### config.mk
export PLATFORM = sky130hd
export DESIGN_NAME = pci_tgt_ctrl
export DESIGN_NICKNAME = d
export VERILOG_FILES = /design/src/rtl/pci_tgt_pkg.sv /design/src/rtl/pci_tgt_decode.sv /design/src/rtl/pci_tgt_fsm.sv /design/src/rtl/pci_tgt_ctrl.sv
export SDC_FILE = /design/constraint.sdc
export NUM_CORES = 1
export LEC_CHECK = 0
export ABC_AREA = 1
export BUFFER_PORTS_ARGS = -buffer_cell sky130_fd_sc_hd__buf_2
export CELL_PAD_IN_SITES_DETAIL_PLACEMENT = 1
export CELL_PAD_IN_SITES_GLOBAL_PLACEMENT = 1
export CORE_AREA = 2 2 132 96
export CTS_CLUSTER_DIAMETER = 80
export CTS_CLUSTER_SIZE = 30
export DETAILED_ROUTE_END_ITERATION = 6
export DIE_AREA = 0 0 134 98
export PLACE_DENSITY_LB_ADDON = 0.15
export SLEW_MARGIN = 20
export SYNTH_ARGS = -nofsm -noshare
export SYNTH_HDL_FRONTEND = slang
export SYNTH_SLANG_ARGS = --single-unit
### constraint.sdc
create_clock -name clk -period 1.9 [get_ports clk]
set_clock_uncertainty 0.1 [all_clocks]
set_input_delay 0.19 -clock clk [delete_from_list [all_inputs] [get_ports clk]]
set_output_delay 0.19 -clock clk [all_outputs]
set_load 0.05 [all_outputs]
### src/rtl/pci_tgt_pkg.sv
package pci_tgt_pkg;
    localparam int AD_W = 32;
    localparam logic [3:0] CMD_MEM_RD = 4'b0110;
    localparam logic [3:0] CMD_MEM_WR = 4'b0111;

    typedef enum logic [2:0] {
        ST_IDLE,
        ST_TURN,
        ST_DATA,
        ST_DISC,
        ST_REL,
        ST_BUSY
    } tgt_state_e;

    typedef struct packed {
        tgt_state_e        state;
        logic              frame_prev;
        logic              is_write;
        logic [AD_W-1:0]   addr;
    } tgt_regs_t;
endpackage

### src/rtl/pci_tgt_decode.sv
module pci_tgt_decode
    import pci_tgt_pkg::*;
#(
    parameter logic [AD_W-1:0] BASE      = 32'h4000_0000,
    parameter int              SIZE_LOG2 = 6
) (
    input  logic [AD_W-1:SIZE_LOG2] win_bits,
    input  logic [3:0]              cbe_n,
    output logic                    hit,
    output logic                    is_write
);
    logic cmd_ok;
    logic in_win;

    always_comb begin
        cmd_ok   = (cbe_n == CMD_MEM_RD) || (cbe_n == CMD_MEM_WR);
        in_win   = (win_bits == BASE[AD_W-1:SIZE_LOG2]);
        hit      = cmd_ok && in_win;
        is_write = (cbe_n == CMD_MEM_WR);
    end
endmodule

### src/rtl/pci_tgt_fsm.sv
module pci_tgt_fsm
    import pci_tgt_pkg::*;
#(
    parameter int SIZE_LOG2 = 6
) (
    input  logic             clk,
    input  logic             rst_n,
    input  logic             frame_n,
    input  logic             irdy_n,
    input  logic [AD_W-1:2]  ad_word,
    input  logic             hit,
    input  logic             dec_write,
    input  logic             loc_ready,
    output logic             ad_oe,
    output logic             ctl_oe,
    output logic             devsel_n,
    output logic             trdy_n,
    output logic             stop_n,
    output logic [AD_W-1:0]  loc_addr,
    output logic             loc_write,
    output logic             loc_xfer
);
    localparam logic [AD_W-1:0] STEP = AD_W'(4);

    tgt_regs_t r_q, r_d;
    logic      at_last;
    logic      xfer;
    logic      bus_idle;

    always_comb begin
        at_last  = &r_q.addr[SIZE_LOG2-1:2];
        bus_idle = frame_n && irdy_n;
        xfer     = (r_q.state == ST_DATA) && loc_ready && !irdy_n;

        r_d            = r_q;
        r_d.frame_prev = frame_n;

        case (r_q.state)
            ST_IDLE: begin
                if (r_q.frame_prev && !frame_n) begin
                    r_d.addr     = {ad_word, 2'b00};
                    r_d.is_write = dec_write;
                    if (!hit)          r_d.state = ST_BUSY;
                    else if (dec_write) r_d.state = ST_DATA;
                    else               r_d.state = ST_TURN;
                end
            end
            ST_TURN: r_d.state = ST_DATA;
            ST_DATA: begin
                if (xfer) begin
                    r_d.addr = r_q.addr + STEP;
                    if (frame_n)      r_d.state = ST_REL;
                    else if (at_last) r_d.state = ST_DISC;
                end
            end
            ST_DISC: if (frame_n) r_d.state = ST_REL;
            ST_REL:  r_d.state = bus_idle ? ST_IDLE : ST_BUSY;
            ST_BUSY: if (bus_idle) r_d.state = ST_IDLE;
            default: r_d.state = ST_IDLE;
        endcase
    end

    always_ff @(posedge clk or negedge rst_n) begin
        if (!rst_n) begin
            r_q.state      <= ST_IDLE;
            r_q.frame_prev <= 1'b1;
            r_q.is_write   <= 1'b0;
            r_q.addr       <= '0;
        end else begin
            r_q <= r_d;
        end
    end

    always_comb begin
        ctl_oe    = (r_q.state == ST_TURN) || (r_q.state == ST_DATA) ||
                    (r_q.state == ST_DISC) || (r_q.state == ST_REL);
        devsel_n  = !((r_q.state == ST_TURN) || (r_q.state == ST_DATA) ||
                      (r_q.state == ST_DISC));
        trdy_n    = !((r_q.state == ST_DATA) && loc_ready);
        stop_n    = !((r_q.state == ST_DISC) ||
                      ((r_q.state == ST_DATA) && at_last && !frame_n));
        ad_oe     = (r_q.state == ST_DATA) && !r_q.is_write;
        loc_addr  = r_q.addr;
        loc_write = r_q.is_write;
        loc_xfer  = xfer;
    end

    AST_DRIVE_AFTER_TURN: assert property (@(posedge clk) disable iff (!rst_n)
        $rose(ad_oe) |-> $past(!devsel_n && trdy_n));

    AST_WRITE_NO_DRIVE: assert property (@(posedge clk) disable iff (!rst_n)
        ad_oe |-> (!loc_write && !devsel_n));

    AST_ADDR_STEP: assert property (@(posedge clk) disable iff (!rst_n)
        (loc_xfer && !frame_n && stop_n) |=> (loc_addr == $past(loc_addr) + STEP));

    AST_FINAL_RELEASE: assert property (@(posedge clk) disable iff (!rst_n)
        (loc_xfer && frame_n) |=> (ctl_oe && devsel_n && trdy_n && stop_n && !ad_oe));

    AST_STOP_HOLD: assert property (@(posedge clk) disable iff (!rst_n)
        (r_q.state == ST_DISC && !frame_n) |=> (!stop_n && !devsel_n));

    AST_XFER_NEEDS_SELECT: assert property (@(posedge clk) disable iff (!rst_n)
        loc_xfer |-> (!devsel_n && !trdy_n && !irdy_n));
endmodule

### src/rtl/pci_tgt_ctrl.sv
module pci_tgt_ctrl
    import pci_tgt_pkg::*;
#(
    parameter logic [31:0] BASE      = 32'h4000_0000,
    parameter int          SIZE_LOG2 = 6
) (
    input  logic        clk,
    input  logic        rst_n,
    input  logic        frame_n,
    input  logic        irdy_n,
    input  logic [3:0]  cbe_n,
    input  logic [31:0] ad_in,
    output logic [31:0] ad_out,
    output logic        ad_oe,
    output logic        ctl_oe,
    output logic        devsel_n,
    output logic        trdy_n,
    output logic        stop_n,
    output logic [31:0] loc_addr,
    output logic        loc_write,
    output logic        loc_xfer,
    output logic [3:0]  loc_be,
    output logic [31:0] loc_wdata,
    input  logic [31:0] loc_rdata,
    input  logic        loc_ready
);
    logic hit;
    logic dec_write;

    pci_tgt_decode #(
        .BASE      (BASE),
        .SIZE_LOG2 (SIZE_LOG2)
    ) u_decode (
        .win_bits (ad_in[AD_W-1:SIZE_LOG2]),
        .cbe_n    (cbe_n),
        .hit      (hit),
        .is_write (dec_write)
    );

    pci_tgt_fsm #(
        .SIZE_LOG2 (SIZE_LOG2)
    ) u_fsm (
        .clk       (clk),
        .rst_n     (rst_n),
        .frame_n   (frame_n),
        .irdy_n    (irdy_n),
        .ad_word   (ad_in[AD_W-1:2]),
        .hit       (hit),
        .dec_write (dec_write),
        .loc_ready (loc_ready),
        .ad_oe     (ad_oe),
        .ctl_oe    (ctl_oe),
        .devsel_n  (devsel_n),
        .trdy_n    (trdy_n),
        .stop_n    (stop_n),
        .loc_addr  (loc_addr),
        .loc_write (loc_write),
        .loc_xfer  (loc_xfer)
    );

    always_comb begin
        ad_out    = loc_rdata;
        loc_wdata = ad_in;
        loc_be    = ~cbe_n;
    end
endmodule

==> impl_metrics.py, run 1 <==
metrics = {
    "outcome": {
        "outcome": "finished, final reports clean",
    },
    "worst_setup_path": {
        "rr_endpoint": "u_fsm.loc_addr[14]",
        "crit_type": "register to output port",
        "r2r-start": "u_fsm.loc_addr[13]",
        "required_ns": 1.61,
        "cp-start-kind": "register",
        "crit_path_max_fanout": 18,
        "end_kind": "output port",
        "r2r_slack_ns": 0.16,
        "r2r_cells": 8,
        "arrival_ns": 1.52,
    },
    "die": {
        "initial_core_util_pct": 29.2,
        "io_pins": 180,
        "die_x_um": 134,
        "core_um2": 12000,
        "placementRows": 34,
        "dieArea_um2": 13100,
        "die_h_um": 98,
    },
    "detailed_routing": {
        "wl_met1_um": 6200,
        "dr.pass1.iters": 4,
        "postRouteAntennaNets": 0,
        "drcViolationCount": 0,
        "wire_per_inst_um": 15.6,
        "vias": 3450,
        "wl_um": 11800,
        "wl_met2_um": 4830,
        "dr_wl_met3_um": 595,
        "routed.top_layer": "met4",
        "vias_per_cell": 4.55,
        "drt-initial-drc-count": 103,
    },
    "logic_synthesis": {
        "yosysWarnings": 0,
        "ys_ff_latch": 35,
        "synthDistinctLibCells": 33,
        "synth.largest_area_cell": "dfrtp_1",
        "synth_area_leaders": "dfrtp_1, buf_4, nand2_1",
        "synth_cells": 564,
        "synth_area_um2": 3490,
        "yosysSeqAreaShare_pct": 25.1,
        "synth_area_per_cell_um2": 6.19,
        "synth_top_area_share_pct": 24.4,
    },
    "layout": {
        "design_area_um2": 3900,
        "layout_common_cells": "nand2_1, buf_2, nor2_1, inv_1, dfrtp_1",
        "nets": 669,
        "area_delta_synth_final_pct": 11.5,
        "stdcell_count": 758,
        "layout_commonest_cell": "nand2_1",
        "drive_above_1_share_pct": 27.5,
        "num_antenna_cells": 0,
    },
    "grt": {
        "grt_overflow": 0,
        "grt_usage_pct": 18.6,
        "grt_start_max_net_pins": 36,
        "grt_pass1_vias": 3570,
        "antenna_found_initial": 0,
        "grt_pass1_wl_um": 19000,
    },
    "power": {
        "combPwrFrac_pct": 64.0,
        "clkPwrFrac_pct": 12.8,
        "finalPower_mw": 7.10,
        "vdd_drop_max_mv": 0.636,
        "p_per_area_nw_per_um2": 1820,
        "power.switching_mw": 4.17,
        "p_seq_share_pct": 23.2,
        "switching_share_pct": 58.7,
        "p_int_mw": 2.93,
        "p_leak_nw": 2.01,
    },
    "timing": {
        "setup_ws_ns": 0.0925,
        "holdWs_ns": 0.148,
        "hold_violations": 0,
        "tightest_slew_ns": 0.529,
        "relSlewSlack_pct": 64.7,
        "fmax_mhz": 553,
        "setup_violations": 0,
        "min_period_over_period_pct": 95.1,
        "drv_slew": 0,
        "fin_crit_ns": 1.81,
    },
    "placed_design": {
        "dpl_cell_area_um2": 3600,
        "placedCellCount": 744,
        "hpwlAfterDp_um": 9310,
        "pre_cts_ws_ns": -0.0125,
        "portBuffers": 109,
        "gp_congestion": 0.815,
    },
    "clocking": {
        "clk_path_buf_depth": 2,
        "tritoncts": "done",
        "clock_tree.root_cell": "clkbuf_16",
        "worstSkewPairLatency_ns": 0.29,
        "htree_levels": 2,
        "cts_sinks": 35,
        "cts-buffers-inserted": 5,
        "clk_pin_slew_ns": 0.06,
    },
    "worst_hold_path": {
        "hold_depth": 3,
        "hold_path_class": "primary input to register",
        "hold_end": "u_fsm.loc_addr[3]",
        "min_from": "ad_in[3]",
    },
    "job": {
        "max_cap_violations": 0,
    },
}
-- critical path, cell delays in order (launching register included) --
cell and delay (ns):
dfrtp_1 0.42, nor2_4 0.16, nand2_4 0.06, buf_4 0.21, nor2_1 0.11, buf_2 0.27
-- layout make-up --
cell class	instances	area, µm²
Timing Repair Buffer	131	761
Multi-Input combinational cell	368	1690
Inverter	54	208
Clock buffer	8	156
Tap cell	162	203
Sequential cell	35	881
Fill cell	1607	8060
-- flip-flops by register name, summed over array words and instances (netlist names) --
name / count
u_fsm.loc_addr: 30
u_fsm.r_q: 4
u_fsm.loc_write: 1
-- worst max-delay path by stage --
stage / from / to / depth (start not counted)
after floorplan: u_fsm.r_q[36] / loc_xfer / 6
after global placement: u_fsm.loc_addr[2] / u_fsm.loc_addr[20] / 10
after detailed placement: u_fsm.loc_addr[2] / u_fsm.loc_addr[20] / 10
after CTS: u_fsm.loc_addr[2] / u_fsm.loc_addr[20] / 10
after global routing: u_fsm.loc_addr[13] / u_fsm.loc_addr[23] / 10
final: u_fsm.r_q[34] / ad_oe / 5
-- routing by layer --
layer	global-route usage [%]	vias up
met4	4.34	0
met3	3.95	22
met2	28.0	87
li1	-	1703
met5	0	-
met1	27.2	1638
-- what timing repair did --
action,in CTS,in global routing
resized for setup,5,21
setup endpoints to repair,3,26
setup buffers,4,0
pin swaps,2,5
endpoints found under the hold margin,17,0
hold buffers,2,0
-- cells in the mapped netlist (all sizes together) --
cell and n:
o22ai 1, nor3 4, xnor2 4, mux2 1
nand3 24, ha 1, and2 1, nand2 187
nand3b 8, o21a 1, or2 1, o21ai 26
dfrtp 34, clkbuf 2, inv 54, conb 1
a21oi 19, o31ai 2, buf 106, nor2 79
xor2 3, dfstp 1, nand4 4
-- kinds of logic (layout without fill, tap and decap cells) --
group                      count (synthesis)  count (layout)  share of synthesized area, %
and+or+nand+nor                          308             308                          36.2
buffers and inverters                    162             193                          28.6
AOI/OAI and AO/OA                         49              49                          7.52
DFF                                       35              35                          25.1
xor gates and xnor gates                   7               7                          1.76
adders and majority gates                  1               1                         0.358
other                                      1               2                         0.107
muxes                                      1               1                         0.322
-- power groups by stage --
stage / Clock, mW / Sequential [mW] / Combinational [mW]
after floorplan: 0 / 1.49 / 3.96
after global placement: 0 / 1.62 / 4.33
after detailed placement: 0 / 1.64 / 4.42
after CTS: 0.939 / 1.63 / 4.45
after global routing: 0.960 / 1.72 / 5.01
final: 0.907 / 1.65 / 4.55
-- through the flow --
step | setup TNS [ns] | utilization, %
final | 0 | 32.6
after global routing | -0.00752 | 32.6
after CTS | 0 | 32.0
after detailed placement | -0.0163 | 30.2
after global placement | 0 | 30.2
after floorplan | 0 | -
(Power assumes the default switching activity.)
==> run 2, diff against run 1 <==
Clock period 1.9 ns to 2 ns, I/O delays scaled along.
==> run 2 against run 1 <==
Core utilization down 0.64 points. Clock-buffer cell count decreased by 2. Global-route usage shrank 0.55 points. Die area is the same. First-iteration DRC count rose by 68%. Combinational power decreased by 8.4%. Critical path depth up 2.
==> impl_metrics.py, run 2 (same netlist as run 1, synthesis figures left out) <==
metrics = {
    "detailed_routing": {
        "wire_per_inst_um": 15.6,
        "vias": 3492,
        "vias_per_cell": 4.63,
        "wl_um": 11800,
        "drt-initial-drc-count": 173,
        "drcViolationCount": 0,
        "postRouteAntennaNets": 0,
        "dr.pass1.iters": 4,
    },
    "clocking": {
        "cts_sinks": 35,
        "clk_pin_slew_ns": 0.06,
        "tritoncts": "done",
        "worstSkewPairLatency_ns": 0.28,
        "cts-buffers-inserted": 5,
        "htree_levels": 2,
        "clk_path_buf_depth": 2,
        "clock_tree.root_cell": "clkbuf_16",
    },
    "die": {
        "die_x_um": 134,
        "die_h_um": 98,
        "initial_core_util_pct": 29.2,
        "io_pins": 180,
        "core_um2": 12000,
        "dieArea_um2": 13100,
        "placementRows": 34,
    },
    "grt": {
        "grt_usage_pct": 18.0,
        "busiest_layer": "met2",
        "antenna_found_initial": 0,
        "use_met1_pct": 26.6,
        "grt_use_met3_pct": 3.84,
        "grt_pass1_vias": 3559,
        "grt_pass1_wl_um": 18500,
        "gr-usage-met2_pct": 27.1,
        "grt_start_max_net_pins": 37,
        "grt_overflow": 0,
    },
    "power": {
        "p_leak_nw": 1.99,
        "vdd_drop_max_mv": 0.564,
        "power.switching_mw": 3.85,
        "combPwrFrac_pct": 64.2,
        "p_seq_share_pct": 24.2,
        "p_per_area_nw_per_um2": 1700,
        "p_int_mw": 2.64,
        "clkPwrFrac_pct": 11.6,
        "switching_share_pct": 59.3,
    },
    "layout": {
        "drive_above_1_share_pct": 26.0,
        "num-fill-cells": 1591,
        "nets": 667,
        "largest_reg_flops": 30,
        "num_antenna_cells": 0,
        "layout_commonest_cell": "nand2_1",
        "postLayoutCoreUtil_pct": 32.0,
        "area_delta_synth_final_pct": 9.35,
        "layout_common_cells": "nand2_1, buf_2, nor2_1, inv_1, dfrtp_1",
    },
    "worst_setup_path": {
        "arrival_ns": 1.64,
        "crit_type": "register to output port",
        "required_ns": 1.70,
        "crit_path_max_fanout": 18,
        "end_kind": "output port",
        "cp-start-kind": "register",
    },
    "timing": {
        "holdWs_ns": 0.147,
        "hold_violations": 0,
        "setup_violations": 0,
        "drv_slew": 0,
        "fmax_mhz": 516,
        "setup_ws_ns": 0.0638,
        "tns_ns": 0,
        "min_period_over_period_pct": 96.8,
        "fin_crit_ns": 1.94,
    },
    "placed_design": {
        "gp_congestion": 0.833,
        "portBuffers": 109,
        "pre_cts_ws_ns": 0.0120,
        "hpwlAfterDp_um": 9230,
    },
    "worst_hold_path": {
        "hold_path_class": "primary input to register",
    },
    "outcome": {
        "outcome": "finished, final reports clean",
    },
    "job": {
        "max_cap_violations": 0,
    },
}
run 2: power groups by stage:
stage / Sequential [mW] / Combinational, mW / Clock [mW]
final: 1.57 / 4.17 / 0.752
after global routing: 1.64 / 4.57 / 0.811
after CTS: 1.57 / 4.10 / 0.775
after detailed placement: 1.57 / 4.07 / 0
after global placement: 1.55 / 3.99 / 0
after floorplan: 1.41 / 3.77 / 0
run 2: critical path, cell delays in order, from the launching register on:
cell and delay [ns]:
dfrtp_2 0.46, nor2_4 0.14, nand2_4 0.06, inv_2 0.13, buf_12 0.18, nand2_2 0.08, nor2_4 0.10, buf_4 0.19
run 2: final timing paths:
path                                      end               start  depth (start not counted)  slack (ns)
min reg2reg                u_fsm.loc_addr[31]  u_fsm.loc_addr[31]                          2        0.44
min in group asynchronous       u_fsm.r_q[36]               rst_n                          2        0.31
max in group asynchronous       u_fsm.r_q[33]               rst_n                          3        0.94
max                                  loc_xfer       u_fsm.r_q[36]                          7        0.06
max reg2reg                u_fsm.loc_addr[31]  u_fsm.loc_addr[15]                          9        0.20
min                         u_fsm.loc_addr[2]            ad_in[2]                          5        0.15
run 2: repair_timing:
item / in CTS / in global routing
hold buffers: 2 / 0
gates resized for setup: 3 / 10
setup endpoints to repair: 4 / 15
pin swaps: 2 / 0
cloned: 0 / 1
endpoints found under the hold margin: 17 / 0
buffers inserted: 4 / 2
run 2: layout make-up:
cell class | count | area [µm²] | area share [%]
multi-input combinational | 368 | 1650 | 43.2
sequential | 35 | 880 | 23.0
timing repair buffer | 129 | 752 | 19.7
inverter | 54 | 205 | 5.37
tap | 162 | 203 | 5.31
clock buffer | 6 | 129 | 3.37
run 2: per-layer routing:
layer  vias up  wire [µm]
li1       1696          -
met1      1683       5950
met2        99       4940
met3        14        744
met4         0        125
met5         -          0
run 2: metrics by stage:
step,cells,instance area (µm²),power (mW)
CTS,751,3760,6.44
finish,754,3820,6.49
global route,754,3820,7.02
floorplan,565,3510,5.18
global placement,739,3570,5.55
detailed placement,739,3570,5.65
==> run 3, diff against run 2 <==
Settings changed: SETUP_SLACK_MARGIN set to 0.1.
==> run 3 against run 2 <==
Combinational power up 3%. Setup slack improved by 0.080 ns. Largest cell class unchanged. Critical path depth unchanged. Largest power group unchanged. Non-clock buffer count rose by 5. First-iteration DRC count fell by 23%. Register-to-register slack better by 0.04 ns. Sequential share of layout area shrank 0.47 points. Critical path type unchanged. Via count increased by 0.40%. Clock power barely moved. Core utilization up 0.75 points. Cell area is 2.4% higher.
==> impl_metrics.py, run 3 (same netlist as run 1, synthesis figures left out) <==
metrics = {
    "die": {
        "initial_core_util_pct": 29.2,
        "die_x_um": 134,
        "core_um2": 12000,
        "io_pins": 180,
        "placementRows": 34,
        "die_h_um": 98,
        "dieArea_um2": 13100,
    },
    "grt": {
        "grt_pass1_vias": 3569,
        "antenna_found_initial": 0,
        "grt_pass1_wl_um": 18800,
        "grt_usage_pct": 18.3,
        "grt_overflow": 0,
        "grt_start_max_net_pins": 23,
    },
    "clocking": {
        "worstSkewPairLatency_ns": 0.28,
        "cts_sinks": 35,
        "clk_path_buf_depth": 2,
        "clock_tree.root_cell": "clkbuf_16",
        "cts-buffers-inserted": 5,
        "htree_levels": 2,
        "clk_pin_slew_ns": 0.06,
        "tritoncts": "done",
    },
    "layout": {
        "drive_above_1_share_pct": 27.6,
        "design_area_um2": 3910,
        "area_delta_synth_final_pct": 11.9,
        "layout_common_cells": "nand2_1, buf_2, nor2_1, inv_1, dfrtp_1",
        "num_antenna_cells": 0,
        "layout_commonest_cell": "nand2_1",
        "nets": 672,
        "largest_reg_flops": 30,
    },
    "worst_setup_path": {
        "max_stage_delay_ns": 0.46,
        "cp-start-kind": "register",
        "r2r_slack_ns": 0.24,
        "crit_family": "flip-flops",
        "cp_common_cell": "nor2_4",
        "rr_endpoint": "u_fsm.loc_addr[4]",
        "arrival_ns": 1.56,
        "crit_buf_inv": 3,
        "r2r-start": "u_fsm.r_q[34]",
        "crit_path_max_fanout": 6,
        "r2r_cells": 8,
        "critical_path.cell_chain": "nor2_4 > nand2_4 > inv_2 > buf_12 > nand2_2 > nor2_4 > buf_6",
        "required_ns": 1.70,
        "crit_type": "register to output port",
        "slowest_stage": "dfrtp_2",
        "worstSetupPathDepth": 7,
        "end_kind": "output port",
    },
    "placed_design": {
        "hpwlAfterDp_um": 9230,
        "gp_congestion": 0.833,
        "portBuffers": 109,
        "dpl_cell_area_um2": 3570,
    },
    "detailed_routing": {
        "vias_per_cell": 4.62,
        "wl_um": 11900,
        "postRouteAntennaNets": 0,
        "vias": 3506,
        "dr.pass1.iters": 4,
        "wire_per_inst_um": 15.6,
        "drt-initial-drc-count": 134,
        "drcViolationCount": 0,
    },
    "worst_hold_path": {
        "hold_depth": 5,
        "hold_end": "u_fsm.loc_addr[2]",
        "min_from": "ad_in[2]",
        "hold_path_class": "primary input to register",
    },
    "power": {
        "p_per_area_nw_per_um2": 1690,
        "p_leak_nw": 2.02,
        "vdd_drop_max_mv": 0.564,
    },
    "outcome": {
        "outcome": "finished, final reports clean",
    },
    "timing": {
        "hold_violations": 0,
        "min_period_over_period_pct": 92.8,
        "fin_crit_ns": 1.86,
        "drv_slew": 0,
        "fmax_mhz": 539,
        "tns_ns": 0,
        "rsz0062_at_grt": "no",
        "setup_violations": 0,
    },
    "job": {
        "max_cap_violations": 0,
    },
}
-- run 3: changes by cell type in the layout (fill, tap and decap cells not counted), sizes merged --
cell,previous run,this run
buf,126,131
bufbuf,0,1
clkbuf,7,6
-- run 3: metrics by stage --
| step | utilization (%) | power, mW | hold WS [ns] | instances | setup slack, ns |
|---|---|---|---|---|---|
| floorplan | - | 5.18 | -0.196 | 565 | 0.125 |
| global placement | 29.8 | 5.55 | 0.0895 | 739 | 0.0681 |
| detailed placement | 29.8 | 5.65 | 0.0901 | 739 | 0.0120 |
| CTS | 31.9 | 6.53 | 0.150 | 752 | 0.0741 |
| global route | 32.7 | 7.16 | 0.186 | 759 | 0.0814 |
| finish | 32.7 | 6.61 | 0.148 | 759 | 0.144 |
-- run 3: repair_timing --
action,CTS,global route
resized for setup,10,14
hold buffers,2,0
hold endpoints to repair,17,0
cloned,1,0
setup endpoints to repair,5,26
pin swaps,3,4
setup buffers,4,7
-- run 3: tightest hold or removal path, cell delays in order --
cell and delay, ns:
buf_2 0.09, nand2_1 0.04, o21ai_0 0.06, nand2_1 0.06
nand2_1 0.04
-- run 3: where the power goes --
group          leakage, nW  switching (mW)  internal [mW]  total (mW)
registers            0.411           0.515           1.07        1.58
clock network       0.0628           0.301          0.449       0.750
logic                 1.55            3.07           1.21        4.28
total                 2.02            3.89           2.72        6.61
-- run 3: worst max path at each step --
| stage | slack [ns] | end | startpoint |
|---|---|---|---|
| 2_1_floorplan | 0.12 | loc_xfer | u_fsm.r_q[36] |
| 3_3_place_gp | 0.07 | u_fsm.loc_addr[22] | u_fsm.loc_addr[2] |
| 3_5_place_dp | 0.01 | u_fsm.loc_addr[22] | u_fsm.loc_addr[2] |
| 4_1_cts | 0.07 | loc_xfer | u_fsm.r_q[34] |
| 5_1_grt | 0.08 | loc_xfer | u_fsm.r_q[36] |
| 6_report | 0.14 | loc_xfer | u_fsm.r_q[36] |
-- run 3: area by class of cell --
type,count,area (µm²)
Fill cell,1585,8040
Multi-Input combinational cell,368,1680
Sequential cell,35,882
Timing Repair Buffer,134,805
Inverter,54,208
Tap cell,162,203
Clock buffer,6,129
-- run 3: routing by layer --
metal / track usage [%] / wire length (µm) / vias up
met4: 3.36 / 103 / 0
met5: 0 / 0 / -
li1: - / - / 1705
met3: 3.84 / 822 / 12
met1: 27.1 / 5970 / 1683
met2: 27.5 / 4970 / 106
